File: config.mk
export PLATFORM = sky130hd
export DESIGN_NAME = adc_lane_formatter
export DESIGN_NICKNAME = d
export VERILOG_FILES = /design/src/rtl/adc_lane_formatter.sv
export SDC_FILE = /design/constraint.sdc
export NUM_CORES = 1
export LEC_CHECK = 0
export BUFFER_PORTS_ARGS = -buffer_cell sky130_fd_sc_hd__buf_2
export CAP_MARGIN = 20
export CELL_PAD_IN_SITES_DETAIL_PLACEMENT = 1
export CELL_PAD_IN_SITES_GLOBAL_PLACEMENT = 2
export CORE_UTILIZATION = 33
export CTS_BUF_LIST = sky130_fd_sc_hd__clkbuf_4 sky130_fd_sc_hd__clkbuf_8
export DETAILED_ROUTE_END_ITERATION = 6
export PLACE_DENSITY_LB_ADDON = 0.1
export SETUP_SLACK_MARGIN = 0.3
export SKIP_LAST_GASP = 1
export SLEW_MARGIN = 10
export SYNTH_ARGS = -nofsm -noshare
export SYNTH_HDL_FRONTEND = slang
export SYNTH_SLANG_ARGS = --single-unit
export TNS_END_PERCENT = 5
File: constraint.sdc
create_clock -name clk -period 2.4 [get_ports clk]
set_clock_uncertainty 0.2 [all_clocks]
set_input_delay 0.24 -clock clk [delete_from_list [all_inputs] [get_ports clk]]
set_output_delay 0.24 -clock clk [all_outputs]
set_load 0.01 [all_outputs]
File: src/rtl/adc_lane_formatter.sv
module adc_lane_formatter #(
  parameter int NCH = 8
) (
  input  logic             clk,
  input  logic             rst_n,
  input  logic [NCH*12-1:0] sample_bus,
  input  logic [1:0]       pat_sel,
  input  logic             twos_en,
  input  logic             long_word,
  output logic [NCH-1:0]   ser_out,
  output logic             frame_out
);
  localparam int DW = 12;
  localparam int WW = DW + 2;
  localparam logic [1:0] M_SYNC = 2'b01;
  localparam logic [1:0] M_RAMP = 2'b10;
  localparam logic [DW-1:0] SYNC_W = {{DW/2{1'b1}}, {DW/2{1'b0}}};

  logic [3:0]    bitpos;
  logic          started;
  logic [1:0]    mode_q;
  logic          len_q;
  logic [DW-1:0] ramp_q;

  wire [3:0] last = len_q ? 4'd13 : 4'd11;
  wire load = !started || (bitpos == last);
  wire test = (pat_sel == M_SYNC) || (pat_sel == M_RAMP);
  wire [DW-1:0] ramp_val = (mode_q == M_RAMP) ? ramp_q + 1'b1 : '0;
  wire [DW-1:0] pat = (pat_sel == M_SYNC) ? SYNC_W : ramp_val;
  wire [WW-1:0] pat_w = long_word ? {pat[DW-1], pat, pat[0]} : {pat, 2'b00};

  always_ff @(posedge clk) begin
    if (!rst_n) begin
      started <= 1'b0;
      bitpos  <= '0;
      mode_q  <= '0;
      len_q   <= 1'b0;
      ramp_q  <= '0;
    end else if (load) begin
      started <= 1'b1;
      bitpos  <= '0;
      mode_q  <= pat_sel;
      len_q   <= long_word;
      if (pat_sel == M_RAMP) ramp_q <= ramp_val;
    end else begin
      bitpos <= bitpos + 4'd1;
    end
  end

  assign frame_out = started && (bitpos < (len_q ? 4'd7 : 4'd6));

  for (genvar c = 0; c < NCH; c++) begin : g_lane
    logic [WW-1:0] sh;
    wire [DW-1:0] smp = sample_bus[c*DW +: DW];
    wire [DW-1:0] cod = smp ^ {twos_en, {DW-1{1'b0}}};
    wire [WW-1:0] word = test ? pat_w : {cod, 2'b00};
    always_ff @(posedge clk) begin
      if (!rst_n)    sh <= '0;
      else if (load) sh <= word;
      else           sh <= {sh[WW-2:0], 1'b0};
    end
    assign ser_out[c] = sh[WW-1];
  end


  lanes_equal_chk: assert property (@(posedge clk) disable iff (!rst_n)
    (started && (mode_q == M_SYNC || mode_q == M_RAMP)) |-> (ser_out == {NCH{ser_out[0]}}));


  sync_frame_chk: assert property (@(posedge clk) disable iff (!rst_n)
    (started && mode_q == M_SYNC) |-> (ser_out[0] == frame_out));


  cfg_hold_chk: assert property (@(posedge clk) disable iff (!rst_n)
    (started && !load) |=> ($stable(mode_q) && $stable(len_q)));


  bitpos_rng_chk: assert property (@(posedge clk) disable iff (!rst_n)
    started |-> (bitpos <= last));


  reset_quiet_chk: assert property (@(posedge clk)
    !rst_n |=> (!rst_n |-> (ser_out == '0 && !frame_out)));
endmodule

==> impl_metrics.csv <==
group,metric,value,unit
status,status,"completed",
worst_setup_path,crit_buf_inv,1,
synth,synth_top_cell_by_area,"dfxtp_1",
synth,syn_area_per_cell,8.67,µm²
cts,clock_path_buffers,2,
placed_design,dpl-instance-area,5990,µm²
floorplanning,core_area,15300,µm²
cts,clock_latency,440,ps
worst_setup_path,cp.required,2530,ps
run,drv_cap,0,
timing,tns,0,ps
synth,synth_cell_types,55,
worst_setup_path,crit_path_start_kind,"register",
pwr,peakVddDrop,0.000337,V
worst_setup_path,r2r-end,"g_lane[2].sh[9]",
worst_setup_path,critPathKind,"reg2reg",
synth,netlist.area_leader.share,45.2,%
worst_setup_path,cpPeakStageDelay,390,ps
synth,synth-seq-cells,118,
floorplanning,pin_count,111,
worst_setup_path,setup.worst_path.start,"ramp_q[1]",
floorplanning,row_count,45,
routing,post_drt_wl_per_cell,17.9,µm
cells_and_area,design_area,7490,µm²
floorplanning,dieArea,16400,µm²
routing,vias,5161,
floorplanning,initial_utilization,34.1,%
cells_and_area,drive_gt1_share,29.1,%
cts,numCtsBuffers,17,
placed_design,dp_hpwl,11500,µm
routing,firstDrtPassIters,4,
worst_setup_path,endpoint_kind,"register",
routing,detail-route-antenna-nets,0,
worst_setup_path,slowest_stage,"dfxtp_4",
cts,cts_tree,"built",
timing,finalMaxSlewViolations,0,
timing,worst_slew_pin_slew,588,ps
cells_and_area,instances_no_fill,1024,
timing,whs,21.2,ps
synth,synthCells,603,
global_route,overflow,0,
worst_setup_path,r2r-start,"ramp_q[1]",
timing,hold_violations,0,
placed_design,dpl.cell_count,888,
routing,wirelength,18300,µm
synth,syn_nets,709,
global_route,antenna_found_initial,1,
worst_setup_path,r2r_slack,290,ps
cts,htreeDepth,4,
timing,slew_headroom,60.7,%
synth,async_reset_ff_share,0,%
synth,yosysWarningCount,0,
routing,post_drt_via_cell_ratio,5.04,
worst_setup_path,cp.arrival,2230,ps
global_route,grt_pass1_vias,5295,
cells_and_area,fin_util,48.9,%
timing,setup_violations,0,
worst_setup_path,crit_chain,"ha_4, and4_4, nand4_1, xnor2_2, a221oi_2, buf_6, a21oi_1",
hold_path,min_path_type,"in2reg",
worst_setup_path,critPathMaxFanout,8,
worst_setup_path,cpLargestDelayFamily,"simple AND/OR/NAND/NOR gates",
synth,seq_area_frac_synth,45.2,%
timing,fmax,475,MHz
floorplanning,die_w,128,µm
placed_design,numPortBuffers,110,
worst_setup_path,cp_num_cells,7,
cts,clkTransAtPathRegs,70,ps
pwr,p_per_area,606,nW/µm²
cts,ctsRootBufferMaster,"clkbuf_8",
timing,finalCritPeriodShare,87.7,%
synth,ys.flop_type,"dfxtp_1",
timing,rsz0062_at_grt,"yes",
placed_design,place_congestion,0.830,
cells_and_area,syn2layout_area_growth,43.2,%
synth,synth_area,5230,µm²
floorplanning,die_h,128,µm
synth,synth_area_leaders,"dfxtp_1 45%, a21oi_1 13%, o21ai_0 6.4%",
global_route,grt_pass1_wl,28200,µm
routing,drcViolationCount,0,
global_route,grt_use_total,23.0,%
cells_and_area,nNetsFinal,906,
pwr,p_leak,3.05,nW
timing,min_period,2110,ps
worst_setup_path,rr_worst_depth,7,
global_route,grt_max_degree,91,
cells_and_area,fill_cells,1809,
cts,cts.sinks,118,
routing,drt_iter0_drc,251,
synth,synth_edf_count,0,
worst_setup_path,endpoint,"g_lane[2].sh[9]",
==> how the worst min path moves through the flow <==
stage                     cells past startpoint  slack, ps            start               end
final                                         3         20   sample_bus[22]  g_lane[1].sh[12]
after global placement                        2        250  g_lane[3].sh[0]   g_lane[0].sh[1]
after global routing                          3         20    sample_bus[5]   g_lane[0].sh[7]
after detailed placement                      2        240  g_lane[3].sh[0]   g_lane[0].sh[1]
after CTS                                     5          3   sample_bus[35]  g_lane[2].sh[13]
after floorplan                               1        130            rst_n           started
==> report_power, final <==
part / leakage, nW / internal (mW) / total [mW] / switching (mW)
Combinational: 1.88 / 0.350 / 0.732 / 0.382
Sequential: 0.977 / 2.07 / 2.11 / 0.0347
Clock: 0.194 / 0.881 / 1.70 / 0.816
==> sequential cells by signal, indices dropped and copies added, names as in the netlist <==
signal and cells:
bitpos 4, g_lane.sh 98, len_q 1, mode_q 2
ramp_q 12, started 1
==> layout make-up <==
| class | instances | area (µm²) | area share, % |
|---|---|---|---|
| tap | 211 | 264 | 3.53 |
| multi-input combinational | 422 | 2650 | 35.3 |
| antenna | 1 | 2.50 | 0.0334 |
| sequential | 118 | 2370 | 31.7 |
| inverter | 6 | 22.5 | 0.301 |
| clock buffer | 24 | 324 | 4.33 |
| timing repair buffer | 235 | 1810 | 24.1 |
| clock inverter | 7 | 45.0 | 0.602 |
==> cell families (layout without fill, tap and decap cells) <==
kind of cell             count (synthesis)  in the layout  synth area share (%)
AO/OA/AOI/OAI                          256            256                  30.1
adder cells (fa/ha/maj)                  4              4                 0.957
AND/OR/NAND/NOR                        139            140                  13.6
XOR/XNOR                                21             21                  3.80
other                                    0              1                     0
buffers and inverters                   64            272                  6.20
flip-flops                             118            118                  45.2
multiplexers                             1              1                 0.191
==> per-layer routing <==
layer | wire [µm] | track usage, % | vias up | share of wire (%)
li1 | - | - | 2547 | -
met1 | 8140 | 27.6 | 2503 | 44
met2 | 9420 | 41.0 | 95 | 51
met3 | 541 | 4.38 | 16 | 3.0
met4 | 209 | 7.54 | 0 | 1.1
met5 | 0 | 0 | - | 0
==> what timing repair did <==
action | CTS | global route
setup endpoints to repair | 87 | 103
hold endpoints to repair | 90 | 0
hold buffers | 90 | 0
cloned | 0 | 1
pin swaps | 3 | 6
gates resized for setup | 9 | 18
buffers inserted | 3 | 10
==> metrics by stage <==
step	setup WS, ps	power [mW]
global placement	153	2.74
global route	224	4.76
floorplan	328	2.51
CTS	217	4.56
finish	295	4.54
detailed placement	70.1	2.75
==> synth_stat cells, types with 3 or more instances <==
library cell / count
a21oi_1: 136
dfxtp_1: 118
o21ai_0: 67
nand2_1: 60
clkbuf_1: 33
and2_1: 17
buf_4: 16
o221a_2: 16
nor2_1: 15
xnor2_1: 12
or3_1: 9
a32oi_1: 8
nand3_1: 8
buf_2: 7
o22ai_1: 7
xor2_1: 7
inv_1: 5
a221oi_2: 4
and3_1: 4
ha_1: 4
nor3_1: 4
nand4_1: 3
nor3b_1: 3
==> layout by cell type, fill, tap and decap left out, types with 2 or more instances in the layout <==
| cell type | instances |
|---|---|
| buf_2 | 110 |
| xnor2_2 | 3 |
| nand3_1 | 8 |
| a21oi_2 | 3 |
| xor2_2 | 2 |
| nand2_2 | 2 |
| a21oi_1 | 135 |
| and3_1 | 4 |
| nor3b_1 | 2 |
| clkinv_4 | 2 |
| nor2b_1 | 2 |
| nor2_1 | 15 |
| buf_6 | 5 |
| clkinv_2 | 4 |
| dfxtp_1 | 112 |
| a32oi_1 | 8 |
| a221oi_2 | 4 |
| o22ai_1 | 7 |
| ha_4 | 2 |
| nand2_1 | 59 |
| dlygate4sd3_1 | 90 |
| xnor2_1 | 11 |
| buf_4 | 24 |
| o21ai_0 | 67 |
| nand4_1 | 3 |
| nor3_1 | 4 |
| or3_1 | 8 |
| dfxtp_4 | 2 |
| inv_1 | 5 |
| ha_1 | 2 |
| clkbuf_8 | 23 |
| and2_1 | 16 |
| buf_12 | 6 |
| dfxtp_2 | 4 |
| o221a_2 | 16 |
| xor2_1 | 5 |
==> worst min-delay path: stages <==
cell and delay [ps]:
buf_2 70, and2_1 140, o221a_2 180
No activity file was read; power rests on OpenSTA's default activity.
